**config.mk**
```make
export PLATFORM = sky130hd
export DESIGN_NAME = lcd_timing_gen
export DESIGN_NICKNAME = d
export VERILOG_FILES = /design/src/rtl/lcdt_pkg.sv /design/src/rtl/lcdt_clkdiv.sv /design/src/rtl/lcdt_com_seq.sv /design/src/rtl/lcdt_refresh.sv /design/src/rtl/lcd_timing_gen.sv
export SDC_FILE = /design/constraint.sdc
export NUM_CORES = 1
export LEC_CHECK = 0
export BUFFER_PORTS_ARGS = -buffer_cell sky130_fd_sc_hd__buf_2
export CAP_MARGIN = 0
export CORE_MARGIN = 2
export CORE_UTILIZATION = 50
export DETAILED_ROUTE_END_ITERATION = 10
export GPL_ROUTABILITY_DRIVEN = 0
export PLACE_DENSITY = 0.7
export SLEW_MARGIN = 20
export SYNTH_ARGS = -nofsm -noshare
export SYNTH_HDL_FRONTEND = slang
export SYNTH_HIERARCHICAL = 1
export SYNTH_SLANG_ARGS = --single-unit
```
**constraint.sdc**
```tcl
create_clock -name clk -period 3 [get_ports clk]
set_input_delay 0.15 -clock clk [delete_from_list [all_inputs] [get_ports clk]]
set_output_delay 0.15 -clock clk [all_outputs]
set_load 0.005 [all_outputs]
```
**src/rtl/lcdt_pkg.sv**
```systemverilog
package lcdt_pkg;

    localparam int PSEL_W          = 2;
    localparam int DIV_W           = 3;
    localparam int DUTY_W          = 3;
    localparam int IDX_W           = 3;
    localparam int REF_W           = 3;
    localparam int PUMP_W          = 2;
    localparam int REF_MAX_CODE    = 5;
    localparam int PUMP_MAX_CODE   = 3;
    localparam int PRESC_BASE_LOG2 = 4;
    localparam int PCNT_W          = PRESC_BASE_LOG2 + (1 << PSEL_W) - 1;

    typedef struct packed {
        logic [PSEL_W-1:0] presc;
        logic [DIV_W-1:0]  div;
        logic [DUTY_W-1:0] duty;
    } frame_cfg_t;

    // Terminal value of the prescaler counter for a select code
    function automatic logic [PCNT_W-1:0] presc_last(input logic [PSEL_W-1:0] sel);
        int ratio;
        ratio = 1 << (PRESC_BASE_LOG2 + int'(sel));
        return PCNT_W'(ratio - 1);
    endfunction

    // Highest common index for a duty code
    function automatic logic [IDX_W-1:0] last_com(input logic [DUTY_W-1:0] code);
        logic [IDX_W-1:0] r;
        case (code)
            3'd0:    r = 3'd0;
            3'd1:    r = 3'd1;
            3'd2:    r = 3'd2;
            3'd3:    r = 3'd3;
            3'd4:    r = 3'd5;
            default: r = 3'd7;
        endcase
        return r;
    endfunction

endpackage

```
**src/rtl/lcdt_clkdiv.sv**
```systemverilog
module lcdt_clkdiv
    import lcdt_pkg::*;
(
    input  logic              clk,
    input  logic              rst_n,
    input  logic              enable,
    input  logic [PSEL_W-1:0] presc,
    input  logic [DIV_W-1:0]  div,
    output logic              tick_now
);

    typedef struct packed {
        logic [PCNT_W-1:0] pcnt;
        logic [DIV_W-1:0]  dcnt;
    } div_state_t;

    div_state_t st_d, st_q;

    always_comb begin
        st_d     = st_q;
        tick_now = 1'b0;
        if (!enable) begin
            st_d = '0;
        end else if (st_q.pcnt >= presc_last(presc)) begin
            st_d.pcnt = '0;
            if (st_q.dcnt >= div) begin
                st_d.dcnt = '0;
                tick_now  = 1'b1;
            end else begin
                st_d.dcnt = DIV_W'(st_q.dcnt + 1'b1);
            end
        end else begin
            st_d.pcnt = PCNT_W'(st_q.pcnt + 1'b1);
        end
    end

    always_ff @(posedge clk or negedge rst_n) begin
        if (!rst_n) st_q <= '0;
        else        st_q <= st_d;
    end

endmodule

```
**src/rtl/lcdt_com_seq.sv**
```systemverilog
module lcdt_com_seq
    import lcdt_pkg::*;
(
    input  logic             clk,
    input  logic             rst_n,
    input  logic             enable,
    input  logic             tick_now,
    input  logic [IDX_W-1:0] last_idx,
    output logic             wrap_now,
    output logic             com_tick,
    output logic             frame_strobe,
    output logic [IDX_W-1:0] com_idx
);

    typedef struct packed {
        logic [IDX_W-1:0] idx;
        logic             tick;
        logic             frame;
    } seq_state_t;

    seq_state_t st_d, st_q;

    assign wrap_now = enable && tick_now && (st_q.idx >= last_idx);

    always_comb begin
        st_d       = st_q;
        st_d.tick  = 1'b0;
        st_d.frame = 1'b0;
        if (!enable) begin
            st_d = '0;
        end else if (tick_now) begin
            st_d.tick = 1'b1;
            if (st_q.idx >= last_idx) begin
                st_d.idx   = '0;
                st_d.frame = 1'b1;
            end else begin
                st_d.idx = IDX_W'(st_q.idx + 1'b1);
            end
        end
    end

    always_ff @(posedge clk or negedge rst_n) begin
        if (!rst_n) st_q <= '0;
        else        st_q <= st_d;
    end

    assign com_tick     = st_q.tick;
    assign frame_strobe = st_q.frame;
    assign com_idx      = st_q.idx;

endmodule

```
**src/rtl/lcdt_refresh.sv**
```systemverilog
module lcdt_refresh #(
    parameter int SEL_W    = 3,
    parameter int MAX_CODE = 5
) (
    input  logic             clk,
    input  logic             rst_n,
    input  logic             enable,
    input  logic             base_tick,
    input  logic [SEL_W-1:0] sel,
    output logic             strobe
);

    localparam int CNT_W = (MAX_CODE > 0) ? MAX_CODE : 1;

    typedef struct packed {
        logic [CNT_W-1:0] cnt;
        logic             pulse;
    } ref_state_t;

    ref_state_t       st_d, st_q;
    logic [CNT_W-1:0] limit;

    always_comb begin
        int eff;
        eff   = (int'(sel) > MAX_CODE) ? MAX_CODE : int'(sel);
        limit = CNT_W'((1 << eff) - 1);
    end

    always_comb begin
        st_d       = st_q;
        st_d.pulse = 1'b0;
        if (!enable) begin
            st_d = '0;
        end else if (base_tick) begin
            if (st_q.cnt >= limit) begin
                st_d.cnt   = '0;
                st_d.pulse = 1'b1;
            end else begin
                st_d.cnt = CNT_W'(st_q.cnt + 1'b1);
            end
        end
    end

    always_ff @(posedge clk or negedge rst_n) begin
        if (!rst_n) st_q <= '0;
        else        st_q <= st_d;
    end

    assign strobe = st_q.pulse;

endmodule

```
**src/rtl/lcd_timing_gen.sv**
```systemverilog
module lcd_timing_gen
    import lcdt_pkg::*;
(
    input  logic              clk,
    input  logic              rst_n,
    input  logic              enable,
    input  logic [PSEL_W-1:0] presc_sel,
    input  logic [DIV_W-1:0]  clk_div,
    input  logic [DUTY_W-1:0] duty_sel,
    input  logic [REF_W-1:0]  ref_sel,
    input  logic [PUMP_W-1:0] pump_sel,
    input  logic              base_tick,
    output logic              com_tick,
    output logic [IDX_W-1:0]  com_idx,
    output logic              frame_strobe,
    output logic              ref_strobe,
    output logic              pump_strobe
);

    frame_cfg_t cfg_d, cfg_q;
    logic       tick_now;
    logic       wrap_now;

    // Shadow frame settings: follow inputs while idle, reload at frame end
    always_comb begin
        cfg_d = cfg_q;
        if (!enable || wrap_now) begin
            cfg_d.presc = presc_sel;
            cfg_d.div   = clk_div;
            cfg_d.duty  = duty_sel;
        end
    end

    always_ff @(posedge clk or negedge rst_n) begin
        if (!rst_n) cfg_q <= '0;
        else        cfg_q <= cfg_d;
    end

    lcdt_clkdiv i_clkdiv (
        .clk      (clk),
        .rst_n    (rst_n),
        .enable   (enable),
        .presc    (cfg_q.presc),
        .div      (cfg_q.div),
        .tick_now (tick_now)
    );

    lcdt_com_seq i_com_seq (
        .clk          (clk),
        .rst_n        (rst_n),
        .enable       (enable),
        .tick_now     (tick_now),
        .last_idx     (last_com(cfg_q.duty)),
        .wrap_now     (wrap_now),
        .com_tick     (com_tick),
        .frame_strobe (frame_strobe),
        .com_idx      (com_idx)
    );

    lcdt_refresh #(.SEL_W(REF_W), .MAX_CODE(REF_MAX_CODE)) i_ref (
        .clk       (clk),
        .rst_n     (rst_n),
        .enable    (enable),
        .base_tick (base_tick),
        .sel       (ref_sel),
        .strobe    (ref_strobe)
    );

    lcdt_refresh #(.SEL_W(PUMP_W), .MAX_CODE(PUMP_MAX_CODE)) i_pump (
        .clk       (clk),
        .rst_n     (rst_n),
        .enable    (enable),
        .base_tick (base_tick),
        .sel       (pump_sel),
        .strobe    (pump_strobe)
    );

endmodule

```
==> flow_summary_export.csv, run 1 <==
group,metric,value,unit
yosys,synth.distinct_cells,46,
place,post-place-cells,259,
sta,period_minus_slack,2.60,ns
sta,finClkSkew,0.00579,ns
yosys,synth_seq_cells,33,
routing,dr.pass1.iters,5,
critical_path,crit_top_cell,"and2_1",
critical_path,arrival,2.76,ns
pwr,p_switching,0.235,mW
cts,htreeDepth,2,
global_routing,first_global_vias,1355,
routing,vias_per_cell,5.22,
sta,slew_violations,0,
sta,finalSetupViolCount,0,
pwr,p_leak,1.15,nW
critical_path,max_stage_delay,0.39,ns
routing,final_antenna_net_count,0,
status,status,"finished, final reports clean",
yosys,syn_nets,228,
die,coreArea,3910,µm²
pwr,clock_power_share,34.2,%
layout,fillers,372,
worst_hold_path,hold_depth,2,
sta,hold_slack,0.103,ns
die,start_util,51.2,%
cts,cts_tree,"done",
critical_path,endpoint_kind,"flop",
yosys,synth.top_cell.area_share,41.2,%
pwr,power_frac_seq,51.1,%
place,io_buffers,23,
place,post-place-ws,0.418,ns
yosys,synth-edff-count,0,
layout,post-route-util,57.7,%
pwr,irDropWorstVdd,0.283,mV
yosys,async_flop_share,100,%
cts,cts_setup_buffers,0,
routing,route.detailed.drc,0,
critical_path,startpoint,"cfg_q[7]",
yosys,synth.largest_area_cell,"dfrtp_1",
die,row_count,23,
routing,wl_per_cell,12.6,µm
layout,antenna_cells,0,
yosys,ys_top_cells_by_area,"dfrtp_1 (41%), ha_1 (14%), mux2_4 (6.0%)",
pwr,p_int,0.717,mW
cts,cts_root_buffer,"clkbuf_8",
sta,rsz0062_at_grt,"no",
die,die_height,67.3,µm
flow_run,drv_cap,0,
critical_path,critPathCapture,"cfg_q[5]",
cts,clkLatencyLatePin,0.27,ns
pwr,swShare,24.7,%
critical_path,reg2reg_to,"cfg_q[5]",
pwr,powerDensity,422,nW/µm²
yosys,synthFlopType,"dfrtp_1",
pwr,p_total,0.953,mW
place,dp_hpwl,2540,µm
global_routing,track_usage,17.0,%
cts,cts_max_path_buffers,2,
sta,clock.fmax,385,MHz
yosys,yosys_warnings,6,
die,io_pins,24,
yosys,syn-cell-area,2000,µm²
routing,drt_iter0_drc,48,
critical_path,path_cells,"nand2_1, ha_1, nand3_1, nor3b_1, or3_1, and3b_1, and2_1, and2_1, nand2b_4, mux2_4",
sta,setup_ws,0.401,ns
critical_path,rr_startpoint,"cfg_q[7]",
critical_path,start_kind,"flop",
routing,vias,1395,
die,fp.dieW,67.3,µm
cts,cts_made_buffers,5,
critical_path,critPathSlowestCell,"dfrtp_1",
layout,area_growth,12.7,%
layout,final_cell_area,2260,µm²
critical_path,r2r_cells,10,
global_routing,overflow,0,
global_routing,grt_pass1_wl,5750,µm
layout,seqCellArea,826,µm²
pwr,comb_power_share,14.7,%
layout,fin_nets,256,
routing,routed_wirelength,3360,µm
worst_hold_path,hp-class,"in -> reg",
yosys,post_synth.cell_area_avg,10.6,µm²
sta,timing.slew.headroom,53.5,%
cts,clock_sinks,33,
critical_path,reg2reg_slack,0.40,ns
critical_path,crit_type,"reg -> reg",
sta,hold_violations,0,
die,die_area,4530,µm²
global_routing,antenna_found_initial,0,
sta,fin_crit_sh,86.6,%
sta,fin_setup_tns,0,ns
sta,tightest_slew,0.697,ns
layout,drive_gt1_share,22.1,%
layout,final_cells,267,
critical_path,crit_fanout,8,
cts,clkTransAtPathRegs,0.06,ns
yosys,ys_seq_area_share,41.2,%
global_routing,grt_max_degree,34,
critical_path,cp.required,3.16,ns
layout,multi_input_area,1110,µm²
yosys,postSynthCellCount,189,
place,post_dp_cell_area,2160,µm²
-- state kept, by name (all words and copies together), names as in the netlist --
register	count
cfg_q	8
i_clkdiv/st_q	10
i_com_seq/com_idx	3
i_com_seq/com_tick	1
i_com_seq/frame_strobe	1
i_pump/st_q	3
i_pump/strobe	1
i_ref/st_q	5
i_ref/strobe	1
-- critical path, delay by kind of cell (launching register included) --
kind | cells | cell delay [ns]
and+or+nand+nor | 8 | 1.50
adders and majority gates | 1 | 0.28
DFF | 1 | 0.39
muxes | 1 | 0.32
-- synthesized netlist by cell type (all sizes together), types with 3 or more instances --
cell type / instances
inv: 13
dfrtp: 33
a21boi: 3
nand3: 7
and2: 4
nand3b: 3
nand2: 15
a21oi: 8
xor2: 7
o21ai: 11
nand2b: 5
ha: 22
nor2: 11
nor2b: 6
mux2: 8
-- what timing repair did --
item,CTS,global route
hold buffers,1,0
endpoints found under the hold margin,33,0
gates resized for setup,0,0
endpoints found under the setup margin,0,0
-- placed cells by master, fill, tap and decap left out, types with 6 or more instances in the layout --
master    Yosys  layout
nand2_1      15      15
buf_2         1      23
dfrtp_1      33      33
clkbuf_8      0       6
nor2_1       11      11
a21oi_1       7       7
ha_1         22      22
inv_1        13      13
nand3_1       7       7
mux2_4        8       8
xor2_1        7       7
-- power by group through the flow --
stage | clock network (mW) | logic (mW) | registers [mW]
CTS | 0.337 | 0.144 | 0.487
finish | 0.326 | 0.140 | 0.487
floorplan | 0 | 0.101 | 0.489
global placement | 0 | 0.136 | 0.494
detailed placement | 0 | 0.142 | 0.495
global route | 0.358 | 0.162 | 0.490
-- worst min-delay path by stage --
stage	startpoint	endpoint
floorplan	rst_n	cfg_q[0]
global placement	rst_n	i_clkdiv/st_q[8]
detailed placement	rst_n	i_clkdiv/st_q[8]
CTS	duty_sel[1]	cfg_q[1]
global route	duty_sel[1]	cfg_q[1]
finish	presc_sel[1]	cfg_q[7]
-- final cells by class --
cell class	count	area share, %
sequential	33	36.6
clock buffer	7	3.82
multi-input combinational	140	49.1
timing repair buffer	24	5.54
inverter	13	2.16
tap	50	2.77
-- cells by family (layout without fill, tap and decap cells) --
| group | after synthesis | in the layout | synth area share [%] |
|---|---|---|---|
| compound gates | 35 | 35 | 12.8 |
| simple gates | 64 | 64 | 17.9 |
| fa+ha+maj | 22 | 22 | 13.7 |
| xor+xnor | 9 | 9 | 3.94 |
| flops | 33 | 33 | 41.2 |
| buf+inv | 16 | 44 | 3.44 |
| mux | 10 | 10 | 7.00 |
-- per-layer routing --
metal | vias up | wire (µm) | track usage [%] | part of all wire, %
met4 | 0 | 18 | 5.36 | 0.54
met2 | 20 | 1550 | 27.0 | 46
li1 | 720 | - | - | -
met3 | 2 | 99 | 5.00 | 2.9
met5 | - | 0 | 0 | 0
met1 | 653 | 1700 | 22.5 | 50
No activity file was read; power rests on OpenSTA's default activity.
==> run 2, diff against run 1 <==
--- a/config.mk
+++ b/config.mk
@@ -5,13 +5,12 @@
 export SDC_FILE = /design/constraint.sdc
 export NUM_CORES = 1
 export LEC_CHECK = 0
-export BUFFER_PORTS_ARGS = -buffer_cell sky130_fd_sc_hd__buf_2
 export CAP_MARGIN = 0
 export CORE_MARGIN = 2
 export CORE_UTILIZATION = 50
 export DETAILED_ROUTE_END_ITERATION = 10
+export DONT_BUFFER_PORTS = 1
 export GPL_ROUTABILITY_DRIVEN = 0
-export PLACE_DENSITY = 0.7
 export SLEW_MARGIN = 20
 export SYNTH_ARGS = -nofsm -noshare
 export SYNTH_HDL_FRONTEND = slang
==> run 2 against run 1 <==
Compared with the run above: worst hold slack got worse by 0.087 ns; maximum frequency decreased by 0.76%; via count decreased by 3.2%; non-clock buffer count decreased by 22; register-to-register slack got worse by 0.02 ns; sequential power about the same; sequential share of layout area increased by 1.3 points; setup slack got worse by 0.020 ns; critical path depth unchanged; largest power group unchanged.
==> flow_summary_export.csv, run 2 (synthesis results as in run 1) <==
group,metric,value,unit
place,dp_hpwl,2630,µm
routing,vias,1351,
routing,dr.pass1.iters,3,
pwr,p_int,0.772,mW
critical_path,arrival,2.78,ns
critical_path,crit_fanout,8,
layout,regMostFlops,"i_clkdiv/st_q",
critical_path,cp.required,3.16,ns
routing,routed_wirelength,3390,µm
sta,clock.fmax,382,MHz
global_routing,first_global_vias,1389,
cts,cts_root_buffer,"clkbuf_8",
routing,vias_per_cell,5.51,
routing,final_antenna_net_count,0,
die,io_pins,24,
layout,layout_common_cells,"dfrtp_1 (33), ha_1 (22), nand2_1 (15), inv_1 (13), nor2_1 (11)",
die,row_count,23,
global_routing,antenna_found_initial,0,
sta,fin_crit_sh,87.3,%
cts,cts_tree,"done",
sta,timing.slew.headroom,72.4,%
routing,wl_per_cell,13.8,µm
worst_hold_path,hold_path_startpoint,"enable",
status,status,"finished, final reports clean",
routing,route.detailed.drc,0,
critical_path,crit_top_cell,"and2_1",
die,die_height,67.3,µm
die,coreArea,3910,µm²
layout,fin_nets,234,
critical_path,critPathSlowestCell,"dfrtp_1",
critical_path,path_buf_inv,1,
routing,drt_iter0_drc,72,
die,fp.dieW,67.3,µm
die,start_util,51.2,%
critical_path,endpoint_kind,"flop",
critical_path,start_kind,"flop",
sta,slew_violations,0,
pwr,p_leak,1.07,nW
sta,rsz0062_at_grt,"no",
cts,cts_max_path_buffers,2,
sta,tightest_slew,0.409,ns
cts,cts-resized-gates,0,
layout,reg_top3,"i_clkdiv/st_q x10, cfg_q x8, i_ref/st_q x5",
cts,htreeDepth,2,
worst_hold_path,min_to,"i_com_seq/com_idx[2]",
cts,clock_sinks,33,
critical_path,reg2reg_to,"cfg_q[2]",
layout,antenna_cells,0,
sta,fin_setup_tns,0,ns
sta,hold_violations,0,
critical_path,path_cells,"inv_1, ha_1, nand3_1, nor3b_1, or3_1, and3b_1, and2_1, and2_1, nand2b_4, mux2_4",
layout,largest_reg_flops,10,
critical_path,crit_type,"reg -> reg",
sta,finalSetupViolCount,0,
die,die_area,4530,µm²
flow_run,drv_cap,0,
pwr,comb_power_share,12.6,%
pwr,p_total,1.00,mW
critical_path,cp.depth,10,
place,io_buffers,0,
pwr,power_frac_seq,48.4,%
sta,period_minus_slack,2.62,ns
global_routing,grt_pass1_wl,5870,µm
cts,clkLatencyLatePin,0.28,ns
global_routing,overflow,0,
critical_path,r2r_cells,10,
critical_path,critical-path-top-delay-family,"simple AND/OR/NAND/NOR gates",
layout,drive_gt1_share,13.8,%
pwr,swShare,23.1,%
layout,layout_commonest_cell,"dfrtp_1",
critical_path,max_stage_delay,0.39,ns
critical_path,reg2reg_slack,0.38,ns
pwr,p_switching,0.231,mW
cts,clkTransAtPathRegs,0.06,ns
layout,area_growth,8.81,%
global_routing,grt_max_degree,34,
sta,finClkSkew,0.00579,ns
worst_hold_path,hold_depth,2,
worst_hold_path,hp-class,"in -> reg",
global_routing,track_usage,17.1,%
pwr,irDropWorstVdd,0.233,mV
cts,cts_made_buffers,5,
pwr,clock_power_share,39.0,%
pwr,powerDensity,460,nW/µm²
critical_path,rr_startpoint,"cfg_q[7]",
==> run 2: changes by cell type in the layout (fill, tap and decap cells not counted), sizes merged <==
| cell | before | now |
|---|---|---|
| buf | 23 | 1 |
| clkinv | 0 | 1 |
| clkbuf | 7 | 5 |
| bufinv | 0 | 1 |
==> run 2: cell type report <==
cell class | count | area (µm²)
sequential | 33 | 826
clock inverter | 2 | 35.0
multi-input combinational | 140 | 1110
fill | 350 | 1730
inverter | 13 | 48.8
clock buffer | 5 | 68.8
tap | 50 | 62.6
timing repair buffer | 2 | 30.0
==> run 2: repair_timing <==
item | CTS | global route
hold buffers | 2 | 0
hold endpoints to repair | 33 | 0
setup buffers | 0 | 0
==> run 2: power groups by stage <==
| stage | combinational (mW) | clock (mW) | sequential [mW] |
|---|---|---|---|
| CTS | 0.130 | 0.400 | 0.486 |
| detailed placement | 0.116 | 0 | 0.494 |
| finish | 0.126 | 0.391 | 0.486 |
| global placement | 0.109 | 0 | 0.494 |
| global route | 0.148 | 0.420 | 0.488 |
| floorplan | 0.101 | 0 | 0.489 |
==> run 2: per-stage QoR <==
step           instances  hold slack, ns  utilization, %  worst slack [ns]  cell area (µm²)
6_report             245          0.0161            55.7             0.381             2180
3_3_place_gp         236          -0.145            52.3             0.479             2050
3_5_place_dp         236          -0.145            52.3             0.377             2050
4_1_cts              245         0.00660            55.7             0.366             2180
2_1_floorplan        189          -0.146               -             0.571             2000
5_1_grt              245         0.00271            55.7             0.135             2180
==> run 2: how the worst max path moves through the flow <==
stage / start / endpoint / slack (ns)
floorplan: i_clkdiv/st_q[8] / cfg_q[0] / 0.57
global placement: cfg_q[7] / cfg_q[0] / 0.48
detailed placement: cfg_q[7] / cfg_q[2] / 0.38
CTS: cfg_q[7] / cfg_q[7] / 0.37
global route: cfg_q[7] / cfg_q[7] / 0.14
finish: cfg_q[7] / cfg_q[2] / 0.38
==> run 2: worst register-to-register path: stages (launching register included) <==
cell	delay [ns]
dfrtp_1	0.39
inv_1	0.06
ha_1	0.29
nand3_1	0.08
nor3b_1	0.28
or3_1	0.25
and3b_1	0.31
and2_1	0.19
and2_1	0.12
nand2b_4	0.21
mux2_4	0.32
==> run 2: routing by layer <==
layer / track usage, % / wire length, µm / vias to the layer above / part of all wire, %
li1: - / - / 677 / -
met1: 20.0 / 1500 / 657 / 44
met2: 30.1 / 1750 / 13 / 52
met3: 4.67 / 114 / 4 / 3.4
met4: 6.12 / 29 / 0 / 0.85
met5: 0 / 0 / - / 0
==> run 3, diff against run 2 <==
--- a/config.mk
+++ b/config.mk
@@ -11,6 +11,7 @@
 export DETAILED_ROUTE_END_ITERATION = 10
 export DONT_BUFFER_PORTS = 1
 export GPL_ROUTABILITY_DRIVEN = 0
+export MAX_ROUTING_LAYER = met4
 export SLEW_MARGIN = 20
 export SYNTH_ARGS = -nofsm -noshare
 export SYNTH_HDL_FRONTEND = slang
==> run 3 against run 2 <==
Compared with the run above: global-route usage increased by 0.46 points; sequential power about the same; wire length decreased by 0.41%.
==> flow_summary_export.csv, run 3 (synthesis results as in run 1) <==
group,metric,value,unit
critical_path,crit_type,"reg -> reg",
critical_path,path_cells,"inv_1, ha_1, nand3_1, nor3b_1, or3_1, and3b_1, and2_1, and2_1, nand2b_4, mux2_4",
global_routing,grt_max_degree,34,
layout,multi_input_area,1110,µm²
layout,post-route-util,55.7,%
critical_path,cp.required,3.16,ns
sta,finClkSkew,0.00690,ns
pwr,comb_power_share,12.6,%
cts,cts-resized-gates,0,
layout,reg_top3,"i_clkdiv/st_q x10, cfg_q x8, i_ref/st_q x5",
die,die_area,4530,µm²
critical_path,endpoint_kind,"flop",
routing,wl_per_cell,13.8,µm
sta,period_minus_slack,2.62,ns
routing,vias,1348,
routing,route.detailed.drc,0,
die,coreArea,3910,µm²
critical_path,arrival,2.78,ns
cts,clock_sinks,33,
pwr,p_switching,0.231,mW
sta,clock.fmax,381,MHz
critical_path,crit_fanout,8,
sta,hold_violations,0,
sta,tightest_slew,0.409,ns
cts,cts_tree,"done",
layout,antenna_cells,0,
sta,timing.slew.headroom,72.4,%
layout,fillers,350,
global_routing,antenna_found_initial,0,
cts,htreeDepth,2,
routing,drt_iter0_drc,61,
die,start_util,51.2,%
place,post-place-ws,0.377,ns
die,io_pins,24,
place,io_buffers,0,
critical_path,critPathSlowestCell,"dfrtp_1",
routing,final_antenna_net_count,0,
status,status,"finished, final reports clean",
pwr,p_total,1.00,mW
cts,cts_made_buffers,5,
sta,setup_ws,0.378,ns
layout,regMostFlops,"i_clkdiv/st_q",
cts,clkLatencyLatePin,0.28,ns
place,post_dp_cell_area,2050,µm²
cts,clkTransAtPathRegs,0.06,ns
cts,cts_root_buffer,"clkbuf_8",
critical_path,max_stage_delay,0.39,ns
layout,layout_commonest_cell,"dfrtp_1",
sta,slew_violations,0,
routing,vias_per_cell,5.50,
pwr,swShare,23.0,%
die,fp.dieW,67.3,µm
worst_hold_path,hp-class,"in -> reg",
pwr,p_leak,1.07,nW
pwr,power_frac_seq,48.5,%
sta,hold_slack,0.0162,ns
critical_path,crit_top_cell,"and2_1",
sta,rsz0062_at_grt,"no",
global_routing,overflow,0,
layout,layout_common_cells,"dfrtp_1 (33), ha_1 (22), nand2_1 (15), inv_1 (13), nor2_1 (11)",
pwr,clock_power_share,38.9,%
place,dp_hpwl,2630,µm
layout,fin_nets,234,
flow_run,drv_cap,0,
critical_path,start_kind,"flop",
pwr,p_int,0.772,mW
layout,final_cell_area,2180,µm²
critical_path,critical-path-top-delay-family,"simple AND/OR/NAND/NOR gates",
die,die_height,67.3,µm
global_routing,grt_pass1_wl,5850,µm
layout,drive_gt1_share,13.8,%
routing,routed_wirelength,3380,µm
sta,fin_setup_tns,0,ns
cts,cts_max_path_buffers,2,
layout,final_cells,245,
sta,finalSetupViolCount,0,
pwr,powerDensity,460,nW/µm²
place,post-place-cells,236,
layout,largest_reg_flops,10,
pwr,irDropWorstVdd,0.233,mV
routing,dr.pass1.iters,3,
critical_path,cp.depth,10,
layout,area_growth,8.81,%
sta,fin_crit_sh,87.4,%
die,row_count,23,
global_routing,track_usage,17.6,%
worst_hold_path,hold_depth,2,
global_routing,first_global_vias,1389,
critical_path,path_buf_inv,1,
critical_path,r2r_cells,10,
layout,seqCellArea,826,µm²
==> run 3: cell counts in the layout (fill, tap and decap cells not counted) <==
No cell type changed its count.
==> run 3: power groups by stage <==
stage	Sequential [mW]	Clock [mW]	Combinational, mW
2_1_floorplan	0.489	0	0.101
3_3_place_gp	0.494	0	0.109
3_5_place_dp	0.494	0	0.116
4_1_cts	0.486	0.400	0.130
5_1_grt	0.488	0.420	0.148
6_report	0.486	0.390	0.126
==> run 3: worst paths after layout <==
check / start / endpoint / slack [ns]
setup / recovery: cfg_q[7] / cfg_q[2] / 0.38
hold / removal: enable / i_com_seq/com_idx[2] / 0.02
setup reg to reg: cfg_q[7] / cfg_q[2] / 0.38
hold reg to reg: cfg_q[4] / cfg_q[4] / 0.51
max in group asynchronous: rst_n / cfg_q[3] / 2.51
min in group asynchronous: rst_n / i_ref/st_q[5] / 0.31
==> run 3: repair_timing <==
item,CTS,global route
buffers inserted,0,0
hold buffers,2,0
endpoints found under the hold margin,33,0
==> run 3: cell type report <==
type                            count  share of cell area (%)
Sequential cell                    33                    37.9
Clock inverter                      2                    1.61
Timing Repair Buffer                2                    1.38
Multi-Input combinational cell    140                    50.9
Inverter                           13                    2.24
Clock buffer                        5                    3.16
Tap cell                           50                    2.87
==> run 3: layer usage <==
metal	track usage, %	share of wire, %	routed length (µm)
met1	19.9	44	1500
met4	6.12	1.0	35
met5	-	0	0
met3	4.67	3.3	110
met2	30.1	51	1730
